`config.mk`:
```
export PLATFORM = sky130hd
export DESIGN_NAME = sdr_cmd_seq
export DESIGN_NICKNAME = d
export VERILOG_FILES = /design/src/rtl/sdr_seq_pkg.sv /design/src/rtl/sdr_wait_timer.sv /design/src/rtl/sdr_refresh_pacer.sv /design/src/rtl/sdr_pin_stage.sv /design/src/rtl/sdr_cmd_seq.sv
export SDC_FILE = /design/constraint.sdc
export NUM_CORES = 1
export LEC_CHECK = 0
export BUFFER_PORTS_ARGS = -buffer_cell sky130_fd_sc_hd__buf_4
export CORE_ASPECT_RATIO = 0.75
export CORE_MARGIN = 1
export CORE_UTILIZATION = 27
export CTS_CLUSTER_DIAMETER = 200
export DETAILED_ROUTE_END_ITERATION = 10
export GPL_TIMING_DRIVEN = 0
export HOLD_SLACK_MARGIN = 0.12
export MAX_ROUTING_LAYER = met4
export PLACE_DENSITY_LB_ADDON = 0.05
export SKIP_CTS_REPAIR_TIMING = 1
export SLEW_MARGIN = 20
export SYNTH_ARGS = -nofsm -noshare
export SYNTH_HDL_FRONTEND = slang
export SYNTH_SLANG_ARGS = --single-unit
```
`constraint.sdc`:
```
create_clock -name clk -period 2.9 [get_ports clk]
set_clock_uncertainty 0.2 [all_clocks]
set_input_delay 0.29 -clock clk [delete_from_list [all_inputs] [get_ports clk]]
set_output_delay 0.29 -clock clk [all_outputs]
set_load 0.1 [all_outputs]
```
`src/rtl/sdr_seq_pkg.sv`:
```
package sdr_seq_pkg;

  // {cs_n, ras_n, cas_n, we_n}
  typedef enum logic [3:0] {
    CMD_NOP  = 4'b0111,
    CMD_ACT  = 4'b0011,
    CMD_RD   = 4'b0101,
    CMD_WR   = 4'b0100,
    CMD_REF  = 4'b0001
  } sdr_cmd_e;

  typedef enum logic [1:0] {
    ST_IDLE,
    ST_ROWWAIT,
    ST_ACCGAP,
    ST_REFWAIT
  } seq_state_e;

  function automatic int imax(input int a, input int b);
    return (a > b) ? a : b;
  endfunction

endpackage

```
`src/rtl/sdr_wait_timer.sv`:
```
module sdr_wait_timer #(
  parameter int W = 4
) (
  input  logic         clk,
  input  logic         rst_n,
  input  logic         load,
  input  logic [W-1:0] load_val,
  output logic         done
);
  logic [W-1:0] cnt;

  always_ff @(posedge clk) begin
    if (!rst_n)             cnt <= '0;
    else if (load)          cnt <= load_val;
    else if (cnt != '0)     cnt <= cnt - 1'b1;
  end

  assign done = (cnt == '0);
endmodule

```
`src/rtl/sdr_refresh_pacer.sv`:
```
module sdr_refresh_pacer #(
  parameter int INTERVAL = 782,
  parameter int MAX_OWED = 8
) (
  input  logic clk,
  input  logic rst_n,
  input  logic ref_taken,
  output logic owed_any,
  output logic owed_full
);
  localparam int CW = $clog2(INTERVAL + 1);
  localparam int OW = $clog2(MAX_OWED + 1);

  logic [CW-1:0] tick_cnt;
  logic [OW-1:0] owed;
  logic          tick;
  logic          inc;

  assign tick = (tick_cnt == CW'(INTERVAL - 1));

  always_ff @(posedge clk) begin
    if (!rst_n)    tick_cnt <= '0;
    else if (tick) tick_cnt <= '0;
    else           tick_cnt <= tick_cnt + 1'b1;
  end

  // saturate at the limit unless a refresh leaves in the same cycle
  assign inc = tick && ((owed != OW'(MAX_OWED)) || ref_taken);

  always_ff @(posedge clk) begin
    if (!rst_n) owed <= '0;
    else begin
      case ({inc, ref_taken})
        2'b10:   owed <= owed + 1'b1;
        2'b01:   owed <= owed - 1'b1;
        default: owed <= owed;
      endcase
    end
  end

  assign owed_any  = (owed != '0);
  assign owed_full = (owed == OW'(MAX_OWED));
endmodule

```
`src/rtl/sdr_pin_stage.sv`:
```
module sdr_pin_stage
  import sdr_seq_pkg::*;
#(
  parameter int BANK_W = 2,
  parameter int ADDR_W = 12
) (
  input  logic              clk,
  input  logic              rst_n,
  input  sdr_cmd_e          cmd_in,
  input  logic [BANK_W-1:0] ba_in,
  input  logic [ADDR_W-1:0] addr_in,
  output logic              cs_n,
  output logic              ras_n,
  output logic              cas_n,
  output logic              we_n,
  output logic [BANK_W-1:0] ba,
  output logic [ADDR_W-1:0] addr
);
  always_ff @(posedge clk) begin
    if (!rst_n) begin
      {cs_n, ras_n, cas_n, we_n} <= CMD_NOP;
      ba   <= '0;
      addr <= '0;
    end else begin
      {cs_n, ras_n, cas_n, we_n} <= cmd_in;
      ba   <= ba_in;
      addr <= addr_in;
    end
  end
endmodule

```
`src/rtl/sdr_cmd_seq.sv`:
```
module sdr_cmd_seq
  import sdr_seq_pkg::*;
#(
  parameter int BANK_W          = 2,
  parameter int ROW_W           = 12,
  parameter int COL_W           = 8,
  parameter int T_RCD           = 3,
  parameter int T_RAS           = 6,
  parameter int T_RP            = 3,
  parameter int T_DPL           = 2,
  parameter int T_RC            = 9,
  parameter int BURST_LEN       = 4,
  parameter int CLK_PERIOD_PS   = 20000,
  parameter int REF_INTERVAL_PS = 15625000,
  parameter int MAX_OWED        = 8
) (
  input  logic              clk,
  input  logic              rst_n,
  input  logic              req_valid,
  output logic              req_ready,
  input  logic              req_write,
  input  logic [BANK_W-1:0] req_bank,
  input  logic [ROW_W-1:0]  req_row,
  input  logic [COL_W-1:0]  req_col,
  output logic              cmd_cs_n,
  output logic              cmd_ras_n,
  output logic              cmd_cas_n,
  output logic              cmd_we_n,
  output logic [BANK_W-1:0] cmd_ba,
  output logic [ROW_W-1:0]  cmd_addr
);
  localparam int AP_BIT   = 10;
  localparam int RD_GAP   = imax(T_RAS - T_RCD, BURST_LEN) + T_RP;
  localparam int WR_GAP   = imax(T_RAS - T_RCD, BURST_LEN - 1 + T_DPL) + T_RP;
  localparam int REF_CLKS = (REF_INTERVAL_PS + CLK_PERIOD_PS - 1) / CLK_PERIOD_PS;
  localparam int MAX_WAIT = imax(imax(T_RC, T_RCD), imax(RD_GAP, WR_GAP));
  localparam int TMR_W    = $clog2(MAX_WAIT + 1);

  seq_state_e        state, state_n;
  sdr_cmd_e          cmd_n;
  logic [BANK_W-1:0] ba_n;
  logic [ROW_W-1:0]  addr_n;
  logic              tmr_load;
  logic [TMR_W-1:0]  tmr_val;
  logic              tmr_done;
  logic              ref_taken;
  logic              owed_any, owed_full;
  logic              accept;

  logic              hold_wr;
  logic [BANK_W-1:0] hold_bank;
  logic [COL_W-1:0]  hold_col;
  logic [ROW_W-1:0]  col_addr;

  sdr_refresh_pacer #(
    .INTERVAL (REF_CLKS),
    .MAX_OWED (MAX_OWED)
  ) u_pacer (
    .clk       (clk),
    .rst_n     (rst_n),
    .ref_taken (ref_taken),
    .owed_any  (owed_any),
    .owed_full (owed_full)
  );

  sdr_wait_timer #(.W(TMR_W)) u_timer (
    .clk      (clk),
    .rst_n    (rst_n),
    .load     (tmr_load),
    .load_val (tmr_val),
    .done     (tmr_done)
  );

  assign req_ready = (state == ST_IDLE) && !owed_full;
  assign accept    = req_valid && req_ready;

  always_comb begin
    col_addr = '0;
    col_addr[COL_W-1:0] = hold_col;
    col_addr[AP_BIT]    = 1'b1;
  end

  always_comb begin
    state_n   = state;
    cmd_n     = CMD_NOP;
    ba_n      = '0;
    addr_n    = '0;
    tmr_load  = 1'b0;
    tmr_val   = '0;
    ref_taken = 1'b0;
    unique case (state)
      ST_IDLE: begin
        if (owed_any && (owed_full || !req_valid)) begin
          cmd_n     = CMD_REF;
          ref_taken = 1'b1;
          tmr_load  = 1'b1;
          tmr_val   = TMR_W'(T_RC - 2);
          state_n   = ST_REFWAIT;
        end else if (accept) begin
          cmd_n    = CMD_ACT;
          ba_n     = req_bank;
          addr_n   = req_row;
          tmr_load = 1'b1;
          tmr_val  = TMR_W'(T_RCD - 1);
          state_n  = ST_ROWWAIT;
        end
      end
      ST_ROWWAIT: begin
        if (tmr_done) begin
          cmd_n    = hold_wr ? CMD_WR : CMD_RD;
          ba_n     = hold_bank;
          addr_n   = col_addr;
          tmr_load = 1'b1;
          tmr_val  = hold_wr ? TMR_W'(WR_GAP - 2) : TMR_W'(RD_GAP - 2);
          state_n  = ST_ACCGAP;
        end
      end
      ST_ACCGAP, ST_REFWAIT: begin
        if (tmr_done) state_n = ST_IDLE;
      end
      default: state_n = ST_IDLE;
    endcase
  end

  always_ff @(posedge clk) begin
    if (!rst_n) state <= ST_IDLE;
    else        state <= state_n;
  end

  always_ff @(posedge clk) begin
    if (!rst_n) begin
      hold_wr   <= 1'b0;
      hold_bank <= '0;
      hold_col  <= '0;
    end else if (accept && (state_n == ST_ROWWAIT)) begin
      hold_wr   <= req_write;
      hold_bank <= req_bank;
      hold_col  <= req_col;
    end
  end

  sdr_pin_stage #(.BANK_W(BANK_W), .ADDR_W(ROW_W)) u_pins (
    .clk     (clk),
    .rst_n   (rst_n),
    .cmd_in  (cmd_n),
    .ba_in   (ba_n),
    .addr_in (addr_n),
    .cs_n    (cmd_cs_n),
    .ras_n   (cmd_ras_n),
    .cas_n   (cmd_cas_n),
    .we_n    (cmd_we_n),
    .ba      (cmd_ba),
    .addr    (cmd_addr)
  );
endmodule

```
==> results of run 1 <==
==> through the flow <==
stage               std cells   TNS, ns  utilization [%]  cell area (sq um)  worst slack [ns]
CTS                       373         0             35.7               2630            0.0336
global route              398  -0.00534             39.2               2890          -0.00534
global placement          365         0             34.1               2510            0.0669
floorplan                 221         0                -               2060             0.232
detailed placement        365         0             34.1               2510            0.0442
finish                    398         0             39.2               2890             0.141
==> area by class of cell <==
cell class / instances / share of cell area [%]
plain buffers: 13 / 3.16
clock inverters: 2 / 1.34
well taps: 101 / 4.38
clock buffers: 6 / 2.86
multi-input cells: 155 / 34.5
repair buffers: 68 / 19.8
flip-flops and latches: 48 / 33.3
inverters: 5 / 0.650
==> power breakdown <==
group          total, mW  switching (mW)  internal (mW)
clock network      0.515           0.233          0.282
logic              0.734           0.484          0.250
registers          0.785          0.0497          0.735
total               2.03           0.767           1.27
==> cell families (layout without fill, tap and decap cells) <==
family / after synthesis / count (layout) / synth area share (%)
adders and majority gates: 6 / 6 / 3.64
DFF: 48 / 48 / 46.6
other: 1 / 1 / 0.182
xor gates and xnor gates: 12 / 12 / 5.10
and+or+nand+nor: 93 / 93 / 23.0
muxes: 2 / 2 / 0.972
buffers and inverters: 18 / 94 / 5.34
AOI/OAI and AO/OA: 41 / 41 / 15.1
==> per-layer routing <==
metal	vias to the layer above	GRT usage, %	part of all wire, %
met3	2	4.32	4.7
met1	777	18.3	51
met5	-	-	0
met2	28	19.3	44
met4	0	2.96	0.42
li1	901	-	-
==> worst paths after layout <==
kind | startpoint | end | slack [ns] | depth (start not counted)
max | u_pacer.owed[1] | u_pacer.owed[2] | 0.14 | 10
min | req_valid | hold_col[7] | 0.17 | 4
max reg2reg | u_pacer.owed[1] | u_pacer.owed[2] | 0.14 | 10
min reg2reg | hold_wr | u_pins.we_n | 0.26 | 1
==> worst min-delay path: stages <==
cell      delay, ns
buf_4          0.11
nand3_1        0.08
nand2_1        0.07
a21boi_0       0.07
==> sequential cells by signal (all words and copies together), names as in the netlist, 2 cells and up <==
name              cells
u_pacer.tick_cnt     10
state                 2
u_pins.addr          12
u_pacer.owed          4
hold_col              8
u_timer.cnt           4
hold_bank             2
u_pins.ba             2
==> layout by cell type, fill, tap and decap left out, types with 2 or more instances in the layout <==
master         Yosys  routed
dfxtp_1           48      48
buf_4              2      46
nand2_1           31      31
nor2_1            24      24
dlygate4sd3_1      0      24
a21boi_0          13      13
xor2_1             8       8
a22oi_1            8       8
a21oi_1            8       8
clkbuf_1           6       6
clkbuf_8           0       6
inv_1              5       5
ha_1               6       5
nand4_1            4       4
and3_1             4       4
xnor2_1            4       4
nand3_1            4       4
buf_6              3       3
and2_1             3       3
nand2b_1           3       3
o21ai_0            4       3
nor2b_1            3       3
nor4_1             2       2
o21a_1             2       2
or3_1              3       2
mux2i_1            2       2
and4_1             2       2
nor4b_1            2       2
==> out/metrics.csv, run 1 <==
stage,metric,value,unit
worst_setup_path,cpLargestDelayFamily,simple AND/OR/NAND/NOR gates,
logic_synthesis,synth-edff-count,0,
floorplan,coreArea,7360,sq um
global_route,antenna_found_initial,0,
logic_synthesis,avgSynthCellArea,9.32,sq um
drt,first_iter_violations,54,
worst_setup_path,max_stage_delay,0.39,ns
floorplan,die_w,103,um
cts,clk_pin_slew,0.09,ns
cts,clk_latency,0.30,ns
worst_setup_path,worst-setup-path-type,register to register,
worst_setup_path,startpoint_type,register,
floorplan,die-area,7990,sq um
timing,period_needed,2.76,ns
global_route,grt_overflow_total,0,
placement,gp_congestion,0.735,
logic_synthesis,yosysTopAreaCell,dfxtp_1,
placement,io_buffers,43,
drt,route.vias.total,1708,
logic_synthesis,synth_async_sr_flop_share,0,%
logic_synthesis,yosys_warnings,0,
global_route,grt_start_max_net_pins,16,
power,leakage,1.19,nW
worst_setup_path,cp.arrival,2.78,ns
drt,wl,5040,um
logic_synthesis,syn_nets,253,
layout,multi_input_area,997,sq um
timing,finalSetupViolations,0,
layout,drive_gt1_share,22.6,%
cts,h-tree-depth,2,
global_route,track_usage,13.4,%
cts,clockBufferDepth,2,
status,status,completed,
logic_synthesis,synthCells,221,
drt,via_per_inst,4.29,
layout,num-nets-final,328,
logic_synthesis,synth_seq_cells,48,
logic_synthesis,yosysSeqAreaShare,46.6,%
cts,cts_buffers,5,
placement,hpwl,3400,um
timing,final-hold-violation-count,0,
worst_setup_path,cp.buffers_inverters,1,
worst_setup_path,crit_chain,buf_6 -> or3_4 -> a2111oi_4 -> ha_2 -> xor2_1 -> ha_1 -> a21oi_1 -> xor2_1 -> or3_1 -> a21boi_0,
floorplan,io_pins,45,
power,power_density,705,nW/um^2
logic_synthesis,yosysTopAreaCellShare,46.6,%
timing,max_freq,362,MHz
timing,min_period_over_period,95.1,%
worst_setup_path,slowest_stage,a2111oi_4,
timing,whs,0.171,ns
logic_synthesis,synthTopCellsByCount,"dfxtp_1, nand2_1, nor2_1",
timing,relSlewSlack,40.6,%
power,max-vdd-ir-drop,0.000311,V
cts,clockRootBuffer,clkbuf_8,
layout,seq_area,961,sq um
logic_synthesis,yosysMostFrequentCell,dfxtp_1,
layout,diodes,0,
logic_synthesis,netlist_top_cells_area,"dfxtp_1, nand2_1, a21boi_0",
global_route,grt_pass1_wl,7890,um
global_route,grt_pass1_vias,1566,
worst_setup_path,path_max_fanout,9,
logic_synthesis,netlist_area,2060,sq um
worst_setup_path,cp-end-kind,register,
worst_setup_path,path_common_cell,xor2_1,
logic_synthesis,synth.distinct_cells,43,
drt,ant_nets,0,
layout,nFillCells,807,
floorplan,rows,27,
logic_synthesis,synthFlopType,dfxtp_1,
worst_setup_path,cp_data_required_time,2.92,ns
flow_run,drv_cap,0,
cts,cts_tree,yes,
drt,drc,0,
min_path,min_path_type,primary input to register,
timing,worstMarginPinSlew,0.881,ns
drt,dr.pass1.iters,4,
drt,wl_per_cell,12.7,um
floorplan,start_util,28.0,%
timing,slew_violations,0,
layout,area_delta_synth_final,40.1,%
power,fin_total_pwr,2.03,mW
cts,clock-sinks,48,
floorplan,die_h,77.7,um
(Power assumes the default switching activity.)
==> run 2: changes to the inputs <==
Settings changed: ABC_AREA set to 1.
==> run 2 against run 1 <==
  * Clock power decreased by 2%
  * Final area decreased by 2.6%
  * First-iteration DRC count increased by 17%
  * Wire length decreased by 1.6%
  * Via count increased by 5.9%
  * Critical path depth increased by 1
  * Cell count increased by 8.3%
  * Sequential share of layout area increased by 0.90 points
  * Combinational power increased by 46%
  * Total power increased by 19%
  * Synthesized cell count increased by 18%
==> out/metrics.csv, run 2 <==
stage,metric,value,unit,change
logic_synthesis,synthCells,260,,was 221
logic_synthesis,yosysMostFrequentCell,nand2_1,,was dfxtp_1
worst_setup_path,crit_chain,ha_1 -> nand3_1 -> nor3_1 -> o211ai_1 -> ha_1 -> xor2_1 -> ha_1 -> a21oi_1 -> xnor2_1 -> o21ai_0 -> inv_1,,was buf_6 -> or3_4 -> a2111oi_4 -> ha_2 -> xor2_1 -> ha_1 -> a21oi_1 -> xor2_1 -> or3_1 -> a21boi_0
worst_setup_path,max_stage_delay,0.46,ns,was 0.39 ns
min_path,min_path_cells,3,,was 4
logic_synthesis,synthTopCellsByCount,"nand2_1, dfxtp_1, a21oi_1",,"was dfxtp_1, nand2_1, nor2_1"
timing,relSlewSlack,64.7,%,was 40.6%
floorplan,io_pins,45,,unchanged
timing,slew_violations,0,,unchanged
drt,ant_nets,0,,unchanged
logic_synthesis,synthXorXnorAreaFrac,4.32,%,was 5.10%
status,status,completed,,unchanged
floorplan,rows,26,,was 27
power,max-vdd-ir-drop,0.000478,V,was 0.000311 V
layout,nFillCells,796,,was 807
logic_synthesis,yosysSeqAreaShare,47.3,%,was 46.6%
logic_synthesis,synth_top_family_by_area,simple AND/OR/NAND/NOR gates,,unchanged
global_route,gr-usage-met3,3.37,%,was 4.32%
worst_setup_path,path_max_fanout,7,,was 9
layout,design_area,2810,sq um,was 2890 sq um
global_route,grt_pass1_wl,7920,um,was 7890 um
worst_setup_path,r2r_start,u_pacer.tick_cnt[0],,was u_pacer.owed[1]
layout,layout_commonest_cell,nand2_1,,was dfxtp_1
worst_setup_path,startpoint_type,register,,unchanged
logic_synthesis,synth.mux.area_fraction,0,%,was 0.971%
placement,placed_cells,401,,was 365
drt,route.vias.total,1809,,was 1708
logic_synthesis,netlist_top_cells_area,"dfxtp_1, nand2_1, a21oi_1",,"was dfxtp_1, nand2_1, a21boi_0"
global_route,track_usage,13.4,%,about the same
timing,min_period_over_period,90.1,%,was 95.1%
worst_setup_path,cp_data_required_time,2.90,ns,was 2.92 ns
placement,io_buffers,43,,unchanged
cts,clk_latency,0.31,ns,was 0.30 ns
logic_synthesis,synth.distinct_cells,30,,was 43
cts,cts_buffers,5,,unchanged
layout,num-nets-final,364,,was 328
drt,drc,0,,unchanged
drt,via_per_inst,4.20,,was 4.29
global_route,grt_pass1_vias,1651,,was 1566
worst_setup_path,r2r_slack,0.29,ns,was 0.14 ns
drt,wl,4960,um,was 5040 um
logic_synthesis,yosysTopAreaCell,dfxtp_1,,unchanged
logic_synthesis,yosysTopAreaCellShare,47.3,%,was 46.6%
timing,finalSetupTns,0,ns,unchanged
worst_setup_path,worst-setup-path-type,register to register,,unchanged
layout,largest_register_ffs,12,,unchanged
global_route,use_met1,19.1,%,was 18.3%
drt,wl_per_cell,11.5,um,was 12.7 um
logic_synthesis,avgSynthCellArea,7.81,sq um,was 9.32 sq um
floorplan,die_h,77.1,um,was 77.7 um
min_path,min_path_type,primary input to register,,unchanged
global_route,antenna_found_initial,0,,unchanged
timing,rsz0062_at_grt,no,,
layout,reg_top3,"u_pins.addr x12, u_pacer.tick_cnt x10, hold_col x8",,unchanged
power,power_density,862,nW/um^2,was 705 nW/um^2
flow_run,drv_cap,0,,unchanged
global_route,grt_overflow_total,0,,unchanged
floorplan,die_w,102,um,was 103 um
timing,max_freq,383,MHz,was 362 MHz
logic_synthesis,syn_nets,292,,was 253
layout,layout_common_cells,"nand2_1, dfxtp_1, buf_4",,"was dfxtp_1, buf_4, nand2_1"
placement,hpwl,3430,um,was 3400 um
global_route,top_usage_layer,met1,,was met2
timing,finalSetupViolations,0,,unchanged
cts,h-tree-depth,2,,unchanged
layout,area_delta_synth_final,38.5,%,was 40.1%
worst_setup_path,path_common_cell,ha_1,,was xor2_1
global_route,groute.layer.met2.usage,18.1,%,was 19.3%
logic_synthesis,synthFlopType,dfxtp_1,,unchanged
worst_setup_path,crit-reg2reg-capture,u_pacer.owed[2],,unchanged
floorplan,die-area,7870,sq um,was 7990 sq um
cts,clock-sinks,48,,unchanged
worst_setup_path,cp-end-kind,register,,unchanged
layout,drive_gt1_share,19.8,%,was 22.6%
timing,period_needed,2.61,ns,was 2.76 ns
logic_synthesis,synth_compound_area_share,10.5,%,was 15.1%
worst_setup_path,worstRegToRegCells,11,,was 10
layout,diodes,0,,unchanged
cts,clk_pin_slew,0.09,ns,about the same
drt,first_iter_violations,63,,was 54
worst_setup_path,cp.arrival,2.61,ns,was 2.78 ns
logic_synthesis,synthAdderAreaFrac,3.70,%,was 3.64%
cts,clockRootBuffer,clkbuf_8,,unchanged
logic_synthesis,yosys.area_share.simple,26.3,%,was 23.0%
logic_synthesis,yosys_warnings,0,,unchanged
logic_synthesis,netlist_area,2030,sq um,was 2060 sq um
worst_setup_path,slowest_stage,dfxtp_1,,was a2111oi_4
logic_synthesis,synth_async_sr_flop_share,0,%,unchanged
timing,worstMarginPinSlew,0.530,ns,was 0.881 ns
cts,clockBufferDepth,2,,unchanged
timing,final-hold-violation-count,0,,unchanged
layout,final_cells,431,,was 398
cts,cts_tree,yes,,unchanged
min_path,worstHoldStart,req_write,,was req_valid
logic_synthesis,synth_seq_cells,48,,unchanged
floorplan,coreArea,7030,sq um,was 7360 sq um
placement,postPlaceCellArea,2470,sq um,was 2510 sq um
floorplan,start_util,28.9,%,was 28.0%
power,leakage,1.21,nW,was 1.19 nW
placement,gp_congestion,0.738,,was 0.735
layout,regMostFlops,u_pins.addr,,unchanged
global_route,grt_start_max_net_pins,17,,was 16
min_path,min_to,hold_wr,,was hold_col[7]
logic_synthesis,synth-edff-count,0,,unchanged
drt,dr.pass1.iters,4,,unchanged
run 2: cell types whose count changed after synthesis, sizes merged, moves of 8 or more:
cell,previous run,this run
nand3,4,14
a21boi,13,1
a21oi,8,31
nand2,31,70
inv,5,24
a22oi,8,0
run 2: layer usage:
layer | routed length, um | part of all wire [%]
met1 | 2700 | 54
met2 | 2030 | 41
met3 | 183 | 3.7
met4 | 46 | 0.93
met5 | 0 | 0
run 2: logic make-up (layout without fill, tap and decap cells):
kind of cell / Yosys count / after routing
xor gates and xnor gates: 10 / 10
AOI/OAI and AO/OA: 40 / 40
buffers and inverters: 33 / 106
adders and majority gates: 6 / 6
DFF: 48 / 48
and+or+nand+nor: 122 / 122
other: 1 / 1
run 2: area by class of cell:
| class | instances | area [sq um] | share of cell area, % |
|---|---|---|---|
| plain buffers | 9 | 65.1 | 2.32 |
| clock buffers | 5 | 68.8 | 2.45 |
| clock inverters | 3 | 46.3 | 1.65 |
| inverters | 24 | 90.1 | 3.21 |
| multi-input cells | 179 | 913 | 32.5 |
| flip-flops and latches | 48 | 961 | 34.2 |
| well taps | 98 | 123 | 4.36 |
| repair buffers | 65 | 543 | 19.3 |
run 2: power by group:
group / internal (mW) / leakage, nW / switching, mW / total, mW
Combinational: 0.327 / 0.759 / 0.745 / 1.07
Sequential: 0.774 / 0.392 / 0.0709 / 0.845
Clock: 0.260 / 0.0548 / 0.246 / 0.507
run 2: per-stage QoR:
step           total power [mW]  setup slack, ns  utilization, %  hold slack (ns)
3_5_place_dp               1.91            0.306            35.2            0.213
2_1_floorplan              1.68            0.383               -            0.194
4_1_cts                    2.44            0.278            36.9          -0.0107
5_1_grt                    2.60           0.0419            40.0            0.132
6_report                   2.42            0.286            40.0            0.107
3_3_place_gp               1.92            0.289            35.2            0.209
run 2: worst max-delay path by stage:
stage / start / endpoint / slack, ns / cells after the start
after global routing: u_pacer.tick_cnt[0] / u_pacer.owed[2] / 0.04 / 11
after floorplan: state[0] / req_ready / 0.38 / 2
after CTS: u_pacer.tick_cnt[0] / u_pacer.owed[2] / 0.28 / 11
final: u_pacer.tick_cnt[0] / u_pacer.owed[2] / 0.29 / 11
after detailed placement: u_pacer.tick_cnt[0] / u_pacer.owed[2] / 0.31 / 11
after global placement: u_pacer.tick_cnt[0] / u_pacer.owed[2] / 0.29 / 11
run 2: worst max-delay path: cells and delay by family (launching register included):
family / cells / cell delay (ns)
flops: 1 / 0.46
simple gates: 2 / 0.32
buf+inv: 1 / 0.05
compound gates: 3 / 0.43
fa+ha+maj: 3 / 0.68
xor+xnor: 2 / 0.38
==> run 3: changes to the inputs <==
Settings changed: CORE_MARGIN 1 to 2.
==> run 3 against run 2 <==
  * Utilization decreased by 1.6 points
  * Combinational power hardly changed
  * Maximum frequency up 3.2%
  * Total power shrank 3.4%
  * Sequential share of layout area is 0.092 points higher
  * Clock power decreased by 16%
  * Register-to-register slack better by 0.08 ns
  * Critical path type unchanged
==> out/metrics.csv, run 3 (same netlist as run 2, synthesis figures left out) <==
stage,metric,value,unit,change
worst_setup_path,path_common_cell,ha_1,,unchanged
cts,clockBufferDepth,2,,unchanged
power,power_density,835,nW/um^2,was 862 nW/um^2
floorplan,die-area,8230,sq um,was 7870 sq um
layout,layout_common_cells,"nand2_1, dfxtp_1, buf_4",,unchanged
drt,route.met3.wl,215,um,was 183 um
worst_setup_path,cp.arrival,2.53,ns,was 2.61 ns
drt,route.vias.total,1828,,was 1809
cts,cts_tree,yes,,unchanged
timing,slew_violations,0,,unchanged
floorplan,die_h,79.1,um,was 77.1 um
timing,relSlewSlack,63.6,%,was 64.7%
worst_setup_path,cp-end-kind,register,,unchanged
worst_setup_path,crit_chain,ha_1 -> nand3_1 -> nor3_1 -> o211ai_1 -> ha_1 -> xor2_1 -> ha_1 -> a21oi_1 -> xnor2_1 -> o21ai_0 -> inv_1,,unchanged
flow_run,drv_cap,0,,unchanged
layout,nFillCells,800,,was 796
layout,largest_register_ffs,12,,unchanged
drt,met2_length,1960,um,was 2030 um
global_route,grt_pass1_vias,1654,,was 1651
power,fin_total_pwr,2.34,mW,was 2.42 mW
cts,clk_pin_slew,0.09,ns,about the same
worst_setup_path,cp_data_required_time,2.90,ns,about the same
worst_setup_path,path_max_fanout,7,,unchanged
layout,area_delta_synth_final,38.1,%,was 38.5%
layout,reg_top3,"u_pins.addr x12, u_pacer.tick_cnt x10, hold_col x8",,unchanged
power,max-vdd-ir-drop,0.000395,V,was 0.000478 V
layout,multi_input_area,913,sq um,unchanged
global_route,grt_start_max_net_pins,15,,was 17
worst_setup_path,cpLargestDelayFamily,adder cells,,unchanged
placement,placed_cells,404,,was 401
layout,seq_area,961,sq um,unchanged
worst_setup_path,startpoint_type,register,,unchanged
global_route,grt_overflow_total,0,,unchanged
worst_setup_path,max_stage_delay,0.45,ns,was 0.46 ns
timing,worstMarginPinSlew,0.546,ns,was 0.530 ns
worst_setup_path,cp.buffers_inverters,1,,unchanged
drt,highest_layer,met4,,unchanged
floorplan,die_w,104,um,was 102 um
global_route,track_usage,12.6,%,was 13.4%
timing,max_freq,395,MHz,was 383 MHz
cts,clockRootBuffer,clkbuf_8,,unchanged
drt,wl,4870,um,was 4960 um
timing,rsz0062_at_grt,no,,unchanged
cts,clock-sinks,48,,unchanged
layout,layout_commonest_cell,nand2_1,,unchanged
layout,regMostFlops,u_pins.addr,,unchanged
power,leakage,1.20,nW,was 1.21 nW
drt,via_per_inst,4.20,,about the same
layout,diodes,0,,unchanged
drt,met1_length,2630,um,was 2700 um
timing,min_period_over_period,87.4,%,was 90.1%
drt,ant_nets,0,,unchanged
drt,dr.pass1.iters,6,,was 4
timing,layout_setup_ws,0.366,ns,was 0.286 ns
placement,gp_congestion,0.737,,was 0.738
floorplan,start_util,27.8,%,was 28.9%
timing,finalSetupViolations,0,,unchanged
floorplan,io_pins,45,,unchanged
layout,drive_gt1_share,19.5,%,was 19.8%
drt,wl_per_cell,11.2,um,was 11.5 um
min_path,min_path_type,primary input to register,,unchanged
placement,hpwl,3410,um,was 3430 um
layout,utilization,38.4,%,was 40.0%
timing,period_needed,2.53,ns,was 2.61 ns
global_route,grt_pass1_wl,7910,um,was 7920 um
placement,dp_slack,0.354,ns,was 0.306 ns
floorplan,rows,27,,was 26
timing,finalSetupTns,0,ns,unchanged
worst_setup_path,slowest_stage,dfxtp_1,,unchanged
cts,clk_latency,0.30,ns,was 0.31 ns
layout,final_cells,435,,was 431
cts,cts_buffers,5,,unchanged
floorplan,coreArea,7300,sq um,was 7030 sq um
layout,num-nets-final,365,,was 364
timing,final-hold-violation-count,0,,unchanged
worst_setup_path,worst-setup-path-type,register to register,,unchanged
cts,h-tree-depth,2,,unchanged
placement,io_buffers,43,,unchanged
drt,first_iter_violations,56,,was 63
drt,drc,0,,unchanged
global_route,antenna_found_initial,0,,unchanged
status,status,completed,,unchanged
[run 3: changes by cell type in the layout (fill, tap and decap cells not counted)]
| cell | previous run | this run |
|---|---|---|
| bufinv_16 | 1 | 0 |
| clkbuf_8 | 5 | 6 |
| dlygate4sd3_1 | 22 | 23 |
| inv_6 | 1 | 0 |
| clkbuf_1 | 3 | 4 |
[run 3: metal layers]
metal / GRT usage, % / vias up
met5: - / -
met3: 3.28 / 6
met4: 4.46 / 0
met1: 17.9 / 795
li1: - / 981
met2: 17.0 / 46
[run 3: power by group]
group	internal [mW]	switching (mW)
clock	0.194	0.232
combinational	0.328	0.743
sequential	0.774	0.0696
total	1.30	1.05
[run 3: cell type report]
class	instances	share of cell area [%]
Sequential cell	48	34.3
Tap cell	101	4.51
Buffer	9	2.32
Clock buffer	7	3.08
Clock inverter	1	0.268
Timing Repair Buffer	66	19.7
Multi-Input combinational cell	179	32.6
Inverter	24	3.21
[run 3: stage by stage]
stage,hold slack (ns),instance area [sq um]
5_1_grt,0.121,2800
4_1_cts,-0.00176,2570
2_1_floorplan,0.194,2030
6_report,0.118,2800
3_3_place_gp,0.210,2480
3_5_place_dp,0.210,2480
[run 3: final timing paths]
| path | start | to | slack, ns | cells after the start |
|---|---|---|---|---|
| min reg2reg | hold_wr | u_pins.we_n | 0.23 | 1 |
| max | u_pacer.tick_cnt[0] | u_pacer.owed[2] | 0.37 | 11 |
| min | rst_n | u_pins.cas_n | 0.12 | 3 |
| max reg2reg | u_pacer.tick_cnt[0] | u_pacer.owed[2] | 0.37 | 11 |
[run 3: worst register-to-register path, stage by stage (launching register included)]
cell and delay, ns:
dfxtp_1 0.45, ha_1 0.19, nand3_1 0.07, nor3_1 0.25, o211ai_1 0.20, ha_1 0.27
xor2_1 0.18, ha_1 0.19, a21oi_1 0.14, xnor2_1 0.08, o21ai_0 0.15, inv_1 0.05
